--- src/rtl/spi_pause_pkg.sv ---
package spi_pause_pkg;
  localparam int unsigned SYNC_STAGES = 2;

  typedef struct packed {
    logic hold_n;
    logic sck;
    logic cs_n;
    logic si;
  } pin_vec_t;

  localparam int unsigned PIN_W = $bits(pin_vec_t);
  localparam pin_vec_t PIN_IDLE = '{hold_n: 1'b1, sck: 1'b0, cs_n: 1'b1, si: 1'b0};

  typedef enum logic [1:0] {
    PEND_NONE  = 2'd0,
    PEND_ENTER = 2'd1,
    PEND_EXIT  = 2'd2
  } pend_e;
endpackage

--- src/rtl/spi_pause_sync.sv ---
module spi_pause_sync #(
  parameter int unsigned W      = 4,
  parameter int unsigned STAGES = 2,
  parameter logic [W-1:0] RST_VAL = '0
) (
  input  logic         clk_i,
  input  logic         rst_ni,
  input  logic [W-1:0] d_i,
  output logic [W-1:0] q_o
);
  logic [W-1:0] stg_q [STAGES];

  always_ff @(posedge clk_i or negedge rst_ni) begin
    if (!rst_ni) begin
      for (int i = 0; i < STAGES; i++) stg_q[i] <= RST_VAL;
    end else begin
      stg_q[0] <= d_i;
      for (int i = 1; i < STAGES; i++) stg_q[i] <= stg_q[i-1];
    end
  end

  assign q_o = stg_q[STAGES-1];
endmodule

--- src/rtl/spi_pause_dly.sv ---
module spi_pause_dly #(
  parameter int unsigned W = 3,
  parameter logic [W-1:0] RST_VAL = '0
) (
  input  logic         clk_i,
  input  logic         rst_ni,
  input  logic [W-1:0] d_i,
  output logic [W-1:0] q_o
);
  always_ff @(posedge clk_i or negedge rst_ni) begin
    if (!rst_ni) q_o <= RST_VAL;
    else         q_o <= d_i;
  end
endmodule

--- src/rtl/spi_pause_ctrl.sv ---
module spi_pause_ctrl
  import spi_pause_pkg::*;
(
  input  logic clk_i,
  input  logic rst_ni,
  input  logic cs_n_i,
  input  logic sck_i,
  input  logic hold_fall_i,
  input  logic hold_rise_i,
  input  logic sck_fall_i,
  input  logic cs_rise_i,
  output logic hold_o,
  output logic eng_rst_o
);
  pend_e pend_q;
  logic  hold_q, rst_q;

  always_ff @(posedge clk_i or negedge rst_ni) begin
    if (!rst_ni) begin
      pend_q <= PEND_NONE;
      hold_q <= 1'b0;
      rst_q  <= 1'b0;
    end else begin
      rst_q <= cs_rise_i & hold_q;
      if (cs_n_i) begin
        hold_q <= 1'b0;
        pend_q <= PEND_NONE;
      end else if (hold_fall_i) begin
        if (sck_i) pend_q <= PEND_ENTER;
        else begin
          hold_q <= 1'b1;
          pend_q <= PEND_NONE;
        end
      end else if (hold_rise_i) begin
        if (sck_i) pend_q <= PEND_EXIT;
        else begin
          hold_q <= 1'b0;
          pend_q <= PEND_NONE;
        end
      end else if (sck_fall_i && pend_q != PEND_NONE) begin
        // deferred change completes on SCK fall
        hold_q <= (pend_q == PEND_ENTER);
        pend_q <= PEND_NONE;
      end
    end
  end

  assign hold_o    = hold_q;
  assign eng_rst_o = rst_q;
endmodule

--- src/rtl/spi_pause_gate.sv ---
module spi_pause_gate
  import spi_pause_pkg::*;
#(
  parameter int unsigned STAGES = SYNC_STAGES
) (
  input  logic clk_i,
  input  logic rst_ni,
  input  logic hold_n_i,
  input  logic sck_i,
  input  logic cs_n_i,
  input  logic si_i,
  input  logic so_en_i,
  output logic hold_o,
  output logic sck_stb_o,
  output logic si_o,
  output logic so_oe_o,
  output logic eng_rst_o
);
  localparam int unsigned CTL_W = PIN_W - 1;

  pin_vec_t pin_raw, pin_s;
  logic [CTL_W-1:0] ctl_s, ctl_p;
  logic hold_s, sck_s, cs_s, hold_p, sck_p, cs_p;
  logic hold_fall_w, hold_rise_w, sck_fall_w, sck_rise_w, cs_rise_w;
  logic hold_q;

  assign pin_raw = '{hold_n: hold_n_i, sck: sck_i, cs_n: cs_n_i, si: si_i};

  spi_pause_sync #(.W(PIN_W), .STAGES(STAGES), .RST_VAL(PIN_IDLE)) u_sync (
    .clk_i (clk_i),
    .rst_ni(rst_ni),
    .d_i   (pin_raw),
    .q_o   (pin_s)
  );

  assign ctl_s = {pin_s.hold_n, pin_s.sck, pin_s.cs_n};

  spi_pause_dly #(.W(CTL_W), .RST_VAL({PIN_IDLE.hold_n, PIN_IDLE.sck, PIN_IDLE.cs_n})) u_dly (
    .clk_i (clk_i),
    .rst_ni(rst_ni),
    .d_i   (ctl_s),
    .q_o   (ctl_p)
  );

  assign {hold_s, sck_s, cs_s} = ctl_s;
  assign {hold_p, sck_p, cs_p} = ctl_p;

  assign hold_fall_w = hold_p & ~hold_s;
  assign hold_rise_w = ~hold_p & hold_s;
  assign sck_fall_w  = sck_p & ~sck_s;
  assign sck_rise_w  = ~sck_p & sck_s;
  assign cs_rise_w   = ~cs_p & cs_s;

  spi_pause_ctrl u_ctrl (
    .clk_i      (clk_i),
    .rst_ni     (rst_ni),
    .cs_n_i     (cs_s),
    .sck_i      (sck_s),
    .hold_fall_i(hold_fall_w),
    .hold_rise_i(hold_rise_w),
    .sck_fall_i (sck_fall_w),
    .cs_rise_i  (cs_rise_w),
    .hold_o     (hold_q),
    .eng_rst_o  (eng_rst_o)
  );

  assign hold_o    = hold_q;
  assign sck_stb_o = sck_rise_w & ~hold_q & ~cs_s;
  assign si_o      = pin_s.si & ~hold_q;
  assign so_oe_o   = so_en_i & ~hold_q & ~cs_s;
endmodule

--- config.mk ---
export PLATFORM = sky130hd
export DESIGN_NAME = spi_pause_gate
export DESIGN_NICKNAME = d
export VERILOG_FILES = /design/src/rtl/spi_pause_pkg.sv /design/src/rtl/spi_pause_sync.sv /design/src/rtl/spi_pause_dly.sv /design/src/rtl/spi_pause_ctrl.sv /design/src/rtl/spi_pause_gate.sv
export SDC_FILE = /design/constraint.sdc
export NUM_CORES = 1
export LEC_CHECK = 0
export BUFFER_PORTS_ARGS = -buffer_cell sky130_fd_sc_hd__buf_4
export CELL_PAD_IN_SITES_DETAIL_PLACEMENT = 1
export CELL_PAD_IN_SITES_GLOBAL_PLACEMENT = 2
export CORE_MARGIN = 2
export CORE_UTILIZATION = 29
export CTS_CLUSTER_DIAMETER = 50
export DETAILED_ROUTE_END_ITERATION = 7
export GPL_TIMING_DRIVEN = 0
export PLACE_DENSITY_LB_ADDON = 0.1
export SLEW_MARGIN = 20
export SYNTH_ARGS = -nofsm -noshare
export SYNTH_HDL_FRONTEND = slang
export SYNTH_SLANG_ARGS = --single-unit
export TNS_END_PERCENT = 1
--- constraint.sdc ---
create_clock -name clk_i -period 1.35 [get_ports clk_i]
set_input_delay 0.27 -clock clk_i [delete_from_list [all_inputs] [get_ports clk_i]]
set_output_delay 0.27 -clock clk_i [all_outputs]
set_load 0.01 [all_outputs]
==> impl_metrics.json, run 1 <==
{
  "holdWs_ns": 0.08594,
  "grt_pass1_wl_um": 1683,
  "timing.fmax_mhz": 724.3,
  "p_total_mw": 0.8370,
  "worst_ep_arrival_time_ns": 1.11,
  "rr_startpoint": "u_sync.q_o[3]$_DFF_PN1_",
  "htree_levels": 1,
  "io_pins": 12,
  "cts_tree": "built",
  "drc_errors": 0,
  "outcome": "finished with violations",
  "synth_top_area_cell": "dfrtp_1",
  "ys_top_cells_by_area": "dfrtp_1 41%, dfstp_2 29%, ha_1 4.6%",
  "final_area_um2": 723.2,
  "worst_slack_ns": -0.03071,
  "grt_max_degree": 16,
  "finClkSkew_ns": 0.01097,
  "wl_per_cell_um": 12.46,
  "finalSetupTns_ns": -0.08044,
  "grt_usage_pct": 11.29,
  "synthMuxAreaShare_pct": 0,
  "grt_remaining_overflow": 0,
  "layout_common_cells": "13 x buf_4, 7 x dfrtp_1, 6 x dfstp_2, 5 x inv_1, 4 x o21ai_1",
  "fp.coreArea_mm2": 0.001745,
  "slew_headroom_pct": 85.97,
  "synth_fp_nets": 50,
  "layout_commonest_cell": "buf_4",
  "period_share_pct": 102.3,
  "clkTransAtPathRegs_ns": 0.10,
  "ys_types": 15,
  "nets": 69,
  "worst_setup_path_end_kind": "primary output",
  "cts_buffers": 3,
  "p_leak_nw": 0.3343,
  "seq_area_frac_synth_pct": 70.34,
  "antenna_left": 0,
  "placed_area_um2": 658.1,
  "final_util_pct": 41.43,
  "die_area_mm2": 0.002239,
  "fin_cells": 84,
  "place_inst": 77,
  "wirelength_um": 1047,
  "via_count": 373,
  "drive_gt1_share_pct": 47.46,
  "synth_adder_area_share_pct": 4.598,
  "hold_depth": 1,
  "yosys_warnings": 0,
  "timing.max_cap.violations": 0,
  "hp-start": "sck_i",
  "r2r_end": "u_ctrl.hold_o$_DFFE_PN0P_",
  "portBuffers": 11,
  "initialDrtViolationCount": 0,
  "path_max_fanout": 4,
  "setup_violations": 3,
  "netlist_area_um2": 544.3,
  "ir_drop_mv": 0.5897,
  "rsz0062_at_grt": "yes",
  "start_kind": "flip-flop",
  "rrSetupSlack_ns": -0.03,
  "fillers": 205,
  "initial_core_util_pct": 31.18,
  "slew_violations": 0,
  "synth-seq-cells": 15,
  "synth_top_area_share_pct": 41.38,
  "clock_path_buffers": 2,
  "die_w_um": 47.32,
  "rr_worst_depth": 5,
  "period_needed_ns": 1.381,
  "avgSynthCellArea_um2": 13.27,
  "path_class": "reg -> out",
  "powerDensity_mw_per_mm2": 1157,
  "tightest_slew_ns": 0.2100,
  "place_congestion": 0.6795,
  "rows": 15,
  "post-place-ws_ns": -0.1338,
  "hold_end": "u_sync.stg_q[6]$_DFF_PN0_",
  "syn_to_final_growth_pct": 32.87,
  "firstDrtPassIters": 1,
  "min_path_type": "in -> reg",
  "grt_pass1_vias": 405,
  "synthCells": 41,
  "critPathRequiredTime_ns": 1.08,
  "clock_sinks": 15,
  "hold_viol": 0,
  "avgViaCountPerCell": 4.440,
  "synth_top_family_by_area": "simple AND/OR/NAND/NOR gates",
  "synthSimpleGateAreaFrac_pct": 11.72,
  "clock_latency_ns": 0.28,
  "die_h_um": 47.32,
  "root_buffer": "clkbuf_4",
  "antenna_cells": 0,
  "antenna_found_initial": 0,
  "synth_xor_area_share_pct": 0,
  "synth_compound_area_share_pct": 9.885,
  "violations": "negative setup slack"
}
==> kinds of logic after synthesis <==
logic type      Yosys count
fa+ha+maj                 2
simple gates             12
compound gates            7
flops                    15
buf+inv                   5
==> layer usage <==
layer	routed length (µm)	vias up	global-route usage [%]
li1	-	173	-
met1	397	190	12.23
met2	612	8	19.19
met3	33	2	3.462
met4	4	0	6.667
met5	0	-	0
==> flip-flops by register name, indices dropped and copies added (netlist names) <==
name / flops
u_sync.stg_q: 4
u_ctrl.pend_q: 2
u_sync.q_o: 4
u_ctrl.eng_rst_o: 1
u_dly.q_o: 3
u_ctrl.hold_o: 1
==> cell type report <==
type | count | area (µm²) | area share [%]
tap | 25 | 31.28 | 4.325
multi-input combinational | 21 | 152.6 | 21.11
inverter | 5 | 18.77 | 2.595
clock inverter | 1 | 5.005 | 0.6920
sequential | 15 | 385.4 | 53.29
timing repair buffer | 14 | 107.6 | 14.88
clock buffer | 3 | 22.52 | 3.114
==> worst max path at each step <==
stage,endpoint,startpoint,cells past startpoint,slack [ns]
floorplan,u_ctrl.hold_o$_DFFE_PN0P_,u_sync.q_o[3]$_DFF_PN1_,6,0.04
global placement,u_ctrl.hold_o$_DFFE_PN0P_,u_sync.q_o[3]$_DFF_PN1_,6,-0.04
detailed placement,u_ctrl.hold_o$_DFFE_PN0P_,u_sync.q_o[3]$_DFF_PN1_,6,-0.13
CTS,sck_stb_o,u_ctrl.hold_o$_DFFE_PN0P_,2,-0.08
global route,sck_stb_o,u_dly.q_o[1]$_DFF_PN0_,2,-0.11
finish,sck_stb_o,u_ctrl.hold_o$_DFFE_PN0P_,2,-0.03
==> power breakdown <==
group	total, mW	internal [mW]	switching, mW
combinational	0.0876	0.0465	0.0411
clock	0.254	0.110	0.144
sequential	0.496	0.479	0.0167
total	0.837	0.635	0.202
==> what timing repair did <==
| item | 4_1_cts | 5_1_grt |
|---|---|---|
| hold buffers | 1 | 0 |
| pin swaps | 1 | 2 |
| endpoints found under the hold margin | 9 | 0 |
| gates cloned | 0 | 0 |
| setup buffers | 2 | 0 |
| resized for setup | 3 | 4 |
| endpoints found under the setup margin | 3 | 6 |
==> critical path: stages (launching register included) <==
cell and delay [ns]:
dfrtp_2 0.44, nor4b_2 0.25, buf_4 0.16
==> synthesized netlist by cell type (all sizes together) <==
cell type / n
ha: 2
o21ai: 5
nor2: 3
inv: 5
nor2b: 1
nor4b: 1
nand4: 1
nand2: 3
nor3b: 2
o311a: 1
nand3: 1
dfrtp: 9
dfstp: 6
o211ai: 1
(Power assumes the default switching activity.)
==> run 2, diff against run 1 <==
--- a/config.mk
+++ b/config.mk
@@ -13,6 +13,7 @@
 export CTS_CLUSTER_DIAMETER = 50
 export DETAILED_ROUTE_END_ITERATION = 7
 export GPL_TIMING_DRIVEN = 0
+export HOLD_SLACK_MARGIN = 0.12
 export PLACE_DENSITY_LB_ADDON = 0.1
 export SLEW_MARGIN = 20
 export SYNTH_ARGS = -nofsm -noshare
==> run 2 against run 1 <==
Against the previous run: the flow still finishes with violations (negative setup slack); worst hold slack better by 0.28 ns; worst setup slack hardly changed; critical path depth stayed put; global-route usage is 0.55 points higher; power is 1.2% higher; wire length is 4.6% higher; critical endpoint unchanged; combinational power is 11% higher; utilization is 2.3 points higher.
==> impl_metrics.json, run 2 (synthesis gave the netlist of run 1 again) <==
{
  "rsz0062_at_grt": "yes",
  "clock_sinks": 15,
  "path_class": "reg -> out",
  "nets": 73,
  "hp-start": "u_sync.stg_q[7]$_DFF_PN1_",
  "layout_commonest_cell": "buf_4",
  "fillers": 201,
  "die_h_um": 47.32,
  "worst_setup_path_end_kind": "primary output",
  "rows": 15,
  "worst_ep_arrival_time_ns": 1.11,
  "grt_remaining_overflow": 0,
  "placed_area_um2": 658.1,
  "tightest_slew_ns": 0.2100,
  "portBuffers": 11,
  "finClkSkew_ns": 0.01117,
  "wirelength_um": 1095,
  "timing.max_cap.violations": 0,
  "reg_top3": "u_sync.q_o: 4 flops, u_sync.stg_q: 4 flops, u_dly.q_o: 3 flops",
  "seq_area_um2": 385.4,
  "drive_gt1_share_pct": 44.44,
  "place_congestion": 0.6795,
  "p_leak_nw": 0.3510,
  "antenna_cells": 0,
  "finalSetupTns_ns": -0.07968,
  "outcome": "finished with violations",
  "antenna_found_initial": 0,
  "htree_levels": 1,
  "crit_start": "u_ctrl.hold_o$_DFFE_PN0P_",
  "slew_violations": 0,
  "layout_common_cells": "13 x buf_4, 7 x dfrtp_1, 6 x dfstp_2, 5 x inv_1, 5 x dlygate4sd3_1",
  "rr_startpoint": "u_sync.q_o[3]$_DFF_PN1_",
  "grt_usage_pct": 11.84,
  "period_share_pct": 102.3,
  "fp.coreArea_mm2": 0.001745,
  "die_area_mm2": 0.002239,
  "path_max_fanout": 4,
  "initialDrtViolationCount": 0,
  "powerDensity_mw_per_mm2": 1110,
  "via_count": 385,
  "root_buffer": "clkbuf_4",
  "multiInputGateArea_um2": 152.6,
  "min_path_type": "reg -> reg",
  "violations": "negative setup slack",
  "clock_path_buffers": 2,
  "setup_violations": 3,
  "initial_core_util_pct": 31.18,
  "final_util_pct": 43.73,
  "timing.fmax_mhz": 724.2,
  "syn_to_final_growth_pct": 40.23,
  "firstDrtPassIters": 1,
  "clkTransAtPathRegs_ns": 0.08,
  "cts_buffers": 3,
  "final_area_um2": 763.2,
  "cts_tree": "built",
  "worst_slack_ns": -0.03089,
  "wl_per_cell_um": 12.44,
  "slew_headroom_pct": 85.97,
  "grt_pass1_vias": 433,
  "clock_latency_ns": 0.28,
  "grt_pass1_wl_um": 1766,
  "critPathRequiredTime_ns": 1.08,
  "start_kind": "flip-flop",
  "period_needed_ns": 1.381,
  "hold_viol": 0,
  "antenna_left": 0,
  "drc_errors": 0,
  "die_w_um": 47.32,
  "ir_drop_mv": 0.5934,
  "io_pins": 12,
  "avgViaCountPerCell": 4.375,
  "grt_max_degree": 16
}
[run 2: cell types whose count changed in the layout (fill, tap and decap cells not counted), sizes merged]
cell	previous run	this run
dlygate4sd3	1	5
[run 2: power by group]
part	total (mW)	switching [mW]	internal (mW)	leakage [nW]
clock network	0.254	0.144	0.110	0.0177
logic	0.0971	0.0431	0.0540	0.160
registers	0.496	0.0167	0.479	0.174
[run 2: area by class of cell]
type | instances | share of cell area [%]
Multi-Input combinational cell | 21 | 20.00
Inverter | 5 | 2.459
Clock inverter | 1 | 0.6557
Clock buffer | 3 | 2.951
Timing Repair Buffer | 18 | 19.34
Sequential cell | 15 | 50.49
Tap cell | 25 | 4.098
[run 2: stage by stage]
| stage | instances | setup WS, ns | power [mW] | hold slack (ns) |
|---|---|---|---|---|
| final | 88 | -0.03089 | 0.8468 | 0.3625 |
| after global placement | 77 | -0.04205 | 0.5731 | 0.1249 |
| after global routing | 88 | -0.1107 | 0.8877 | 0.3676 |
| after floorplan | 41 | 0.03708 | 0.5317 | -0.02559 |
| after CTS | 88 | -0.07900 | 0.8576 | 0.3644 |
| after detailed placement | 77 | -0.1338 | 0.5793 | 0.1307 |
[run 2: worst paths after layout]
path	endpoint	slack (ns)	cells past startpoint
setup / recovery	sck_stb_o	-0.03	2
hold / removal	u_sync.q_o[3]$_DFF_PN1_	0.36	0
setup reg to reg	u_ctrl.hold_o$_DFFE_PN0P_	-0.03	5
hold reg to reg	u_sync.q_o[3]$_DFF_PN1_	0.36	0
max in group asynchronous	u_sync.stg_q[7]$_DFF_PN1_	0.72	2
min in group asynchronous	u_ctrl.eng_rst_o$_DFF_PN0_	0.37	2
[run 2: metal layers]
layer  wire [µm]  global-route usage, %  up-vias
li1            -                      -      181
met1         410                  12.47      194
met2         648                  20.81        8
met3          32                  3.462        2
met4           4                  6.667        0
met5           0                      0        -
[run 2: repair_timing]
action	in CTS	in global routing
setup buffers	2	0
hold buffers	5	0
endpoints found under the hold margin	19	0
resized for setup	3	4
pin swaps	1	2
setup endpoints to repair	3	6
[run 2: worst max-delay path, cell delays in order (launching register included)]
cell     delay, ns
dfrtp_2       0.44
nor4b_2       0.25
buf_4         0.16
==> run 3, diff against run 2 <==
--- a/config.mk
+++ b/config.mk
@@ -12,9 +12,8 @@
 export CORE_UTILIZATION = 29
 export CTS_CLUSTER_DIAMETER = 50
 export DETAILED_ROUTE_END_ITERATION = 7
-export GPL_TIMING_DRIVEN = 0
 export HOLD_SLACK_MARGIN = 0.12
-export PLACE_DENSITY_LB_ADDON = 0.1
+export PLACE_DENSITY = 0.74
 export SLEW_MARGIN = 20
 export SYNTH_ARGS = -nofsm -noshare
 export SYNTH_HDL_FRONTEND = slang
==> run 3 against run 2 <==
Against the previous run: the flow still finishes with violations (negative setup slack); first-iteration DRC count increased by 4; design area increased by 6.2%; combinational power is 18% higher; clock power is essentially flat; clock skew decreased by 0.0083 ns; non-clock buffer count rose by 3; sequential share of layout area shrank 3.1 points; worst setup slack lost 0.013 ns; critical path type unchanged; largest cell class unchanged; largest power group unchanged.
==> impl_metrics.json, run 3 (synthesis gave the netlist of run 1 again) <==
{
  "outcome": "finished with violations",
  "rrSetupSlack_ns": 0,
  "root_buffer": "clkbuf_4",
  "clock_latency_ns": 0.28,
  "drive_gt1_share_pct": 46.97,
  "drc_errors": 0,
  "grt_pass1_wl_um": 1904,
  "worst_ep_arrival_time_ns": 1.12,
  "layout_commonest_cell": "buf_4",
  "p_leak_nw": 0.3693,
  "multiInputGateArea_um2": 168.9,
  "timing.max_cap.violations": 0,
  "initialDrtViolationCount": 4,
  "place_congestion": 0.6772,
  "start_kind": "flip-flop",
  "worst_slack_ns": -0.04396,
  "rows": 15,
  "clock_path_buffers": 2,
  "dp_hpwl_um": 712.8,
  "io_pins": 12,
  "via_count": 402,
  "slew_violations": 0,
  "cts_tree": "built",
  "reg_top3": "u_sync.q_o: 4 flops, u_sync.stg_q: 4 flops, u_dly.q_o: 3 flops",
  "fp.coreArea_mm2": 0.001745,
  "powerDensity_mw_per_mm2": 1066,
  "nets": 76,
  "p_total_mw": 0.8639,
  "grt_max_degree": 16,
  "firstDrtPassIters": 2,
  "antenna_left": 0,
  "r2r_end": "u_ctrl.hold_o$_DFFE_PN0P_",
  "hold_end": "u_sync.q_o[0]$_DFF_PN0_",
  "finClkSkew_ns": 0.002827,
  "antenna_cells": 0,
  "cts_buffers": 3,
  "hold_depth": 0,
  "critPathRequiredTime_ns": 1.08,
  "rsz0062_at_grt": "yes",
  "setup_violations": 3,
  "htree_levels": 1,
  "layout_common_cells": "13 x buf_4, 8 x dfrtp_1, 6 x dfstp_2, 5 x inv_1, 5 x dlygate4sd3_1",
  "timing.fmax_mhz": 717.4,
  "post-place-ws_ns": -0.06915,
  "period_share_pct": 103.3,
  "path_class": "reg -> out",
  "clock_sinks": 15,
  "wirelength_um": 1138,
  "initial_core_util_pct": 31.18,
  "die_w_um": 47.32,
  "tightest_slew_ns": 0.2034,
  "violations": "negative setup slack",
  "worst_setup_path_end_kind": "primary output",
  "antenna_found_initial": 0,
  "slew_headroom_pct": 86.41,
  "clkTransAtPathRegs_ns": 0.09,
  "seq_area_um2": 384.1,
  "fillers": 201,
  "grt_remaining_overflow": 0,
  "grt_usage_pct": 13.29,
  "grt_pass1_vias": 445,
  "avgViaCountPerCell": 4.418,
  "ir_drop_mv": 0.6501,
  "die_area_mm2": 0.002239,
  "hp-start": "u_sync.stg_q[4]$_DFF_PN0_",
  "rr_startpoint": "u_dly.q_o[2]$_DFF_PN1_",
  "portBuffers": 11,
  "wl_per_cell_um": 12.51,
  "hold_viol": 0,
  "path_max_fanout": 2,
  "min_path_type": "reg -> reg",
  "rr_worst_depth": 5,
  "die_h_um": 47.32,
  "syn_to_final_growth_pct": 48.97,
  "period_needed_ns": 1.394
}
[run 3: cell types whose count changed in the layout (fill, tap and decap cells not counted)]
cell,delta
dfrtp_1,+1
buf_6,+3
o21ai_1,-1
o21ai_2,-1
clkbuf_1,+1
ha_4,+1
nor2b_1,-1
nor3b_2,+1
nor2b_2,+1
ha_1,-1
nor3b_1,-1
o21ai_0,+2
clkinv_2,-1
dfrtp_2,-1
[run 3: layer usage]
layer | track usage, % | part of all wire, %
met1 | 13.74 | 43
met2 | 21.89 | 51
met3 | 4.615 | 2.5
met4 | 10.00 | 3.1
met5 | 0 | 0
[run 3: how the worst max path moves through the flow]
| stage | from | endpoint | depth (start not counted) |
|---|---|---|---|
| after global routing | u_ctrl.hold_o$_DFFE_PN0P_ | sck_stb_o | 2 |
| after global placement | u_sync.q_o[3]$_DFF_PN1_ | u_ctrl.hold_o$_DFFE_PN0P_ | 6 |
| after CTS | u_ctrl.hold_o$_DFFE_PN0P_ | so_oe_o | 3 |
| after detailed placement | u_sync.q_o[3]$_DFF_PN1_ | u_ctrl.hold_o$_DFFE_PN0P_ | 5 |
| after floorplan | u_sync.q_o[3]$_DFF_PN1_ | u_ctrl.hold_o$_DFFE_PN0P_ | 6 |
| final | u_ctrl.hold_o$_DFFE_PN0P_ | sck_stb_o | 2 |
[run 3: where the power goes]
part	internal [mW]	switching [mW]
combinational	0.0667	0.0481
sequential	0.479	0.0156
clock	0.115	0.140
total	0.660	0.204
[run 3: per-stage QoR]
stage / area [µm²] / std cells / hold WS, ns / setup TNS [ns] / utilization (%)
4_1_cts: 797.0 / 90 / 0.3564 / -0.1152 / 45.66
6_report: 810.8 / 91 / 0.3523 / -0.08822 / 46.45
3_5_place_dp: 673.1 / 79 / 0.1348 / -0.06915 / 38.57
3_3_place_gp: 673.1 / 79 / 0.1342 / -0.003939 / 38.57
2_1_floorplan: 544.3 / 41 / -0.02559 / 0 / -
5_1_grt: 810.8 / 91 / 0.3607 / -0.3519 / 46.45
[run 3: layout make-up]
type	instances	area share, %
inverter	5	2.315
sequential	15	47.38
timing repair buffer	21	22.38
clock buffer	4	3.241
tap	25	3.858
multi-input combinational	21	20.83
[run 3: critical path, stage by stage (launching register included)]
cell	delay (ns)
dfrtp_1	0.42
nor4b_2	0.26
buf_4	0.16
[run 3: what timing repair did]
item / 4_1_cts / 5_1_grt
pin swaps: 2 / 1
cloned: 0 / 0
endpoints found under the hold margin: 19 / 0
hold buffers: 5 / 0
setup endpoints to repair: 4 / 5
setup buffers: 2 / 1
gates resized for setup: 7 / 2
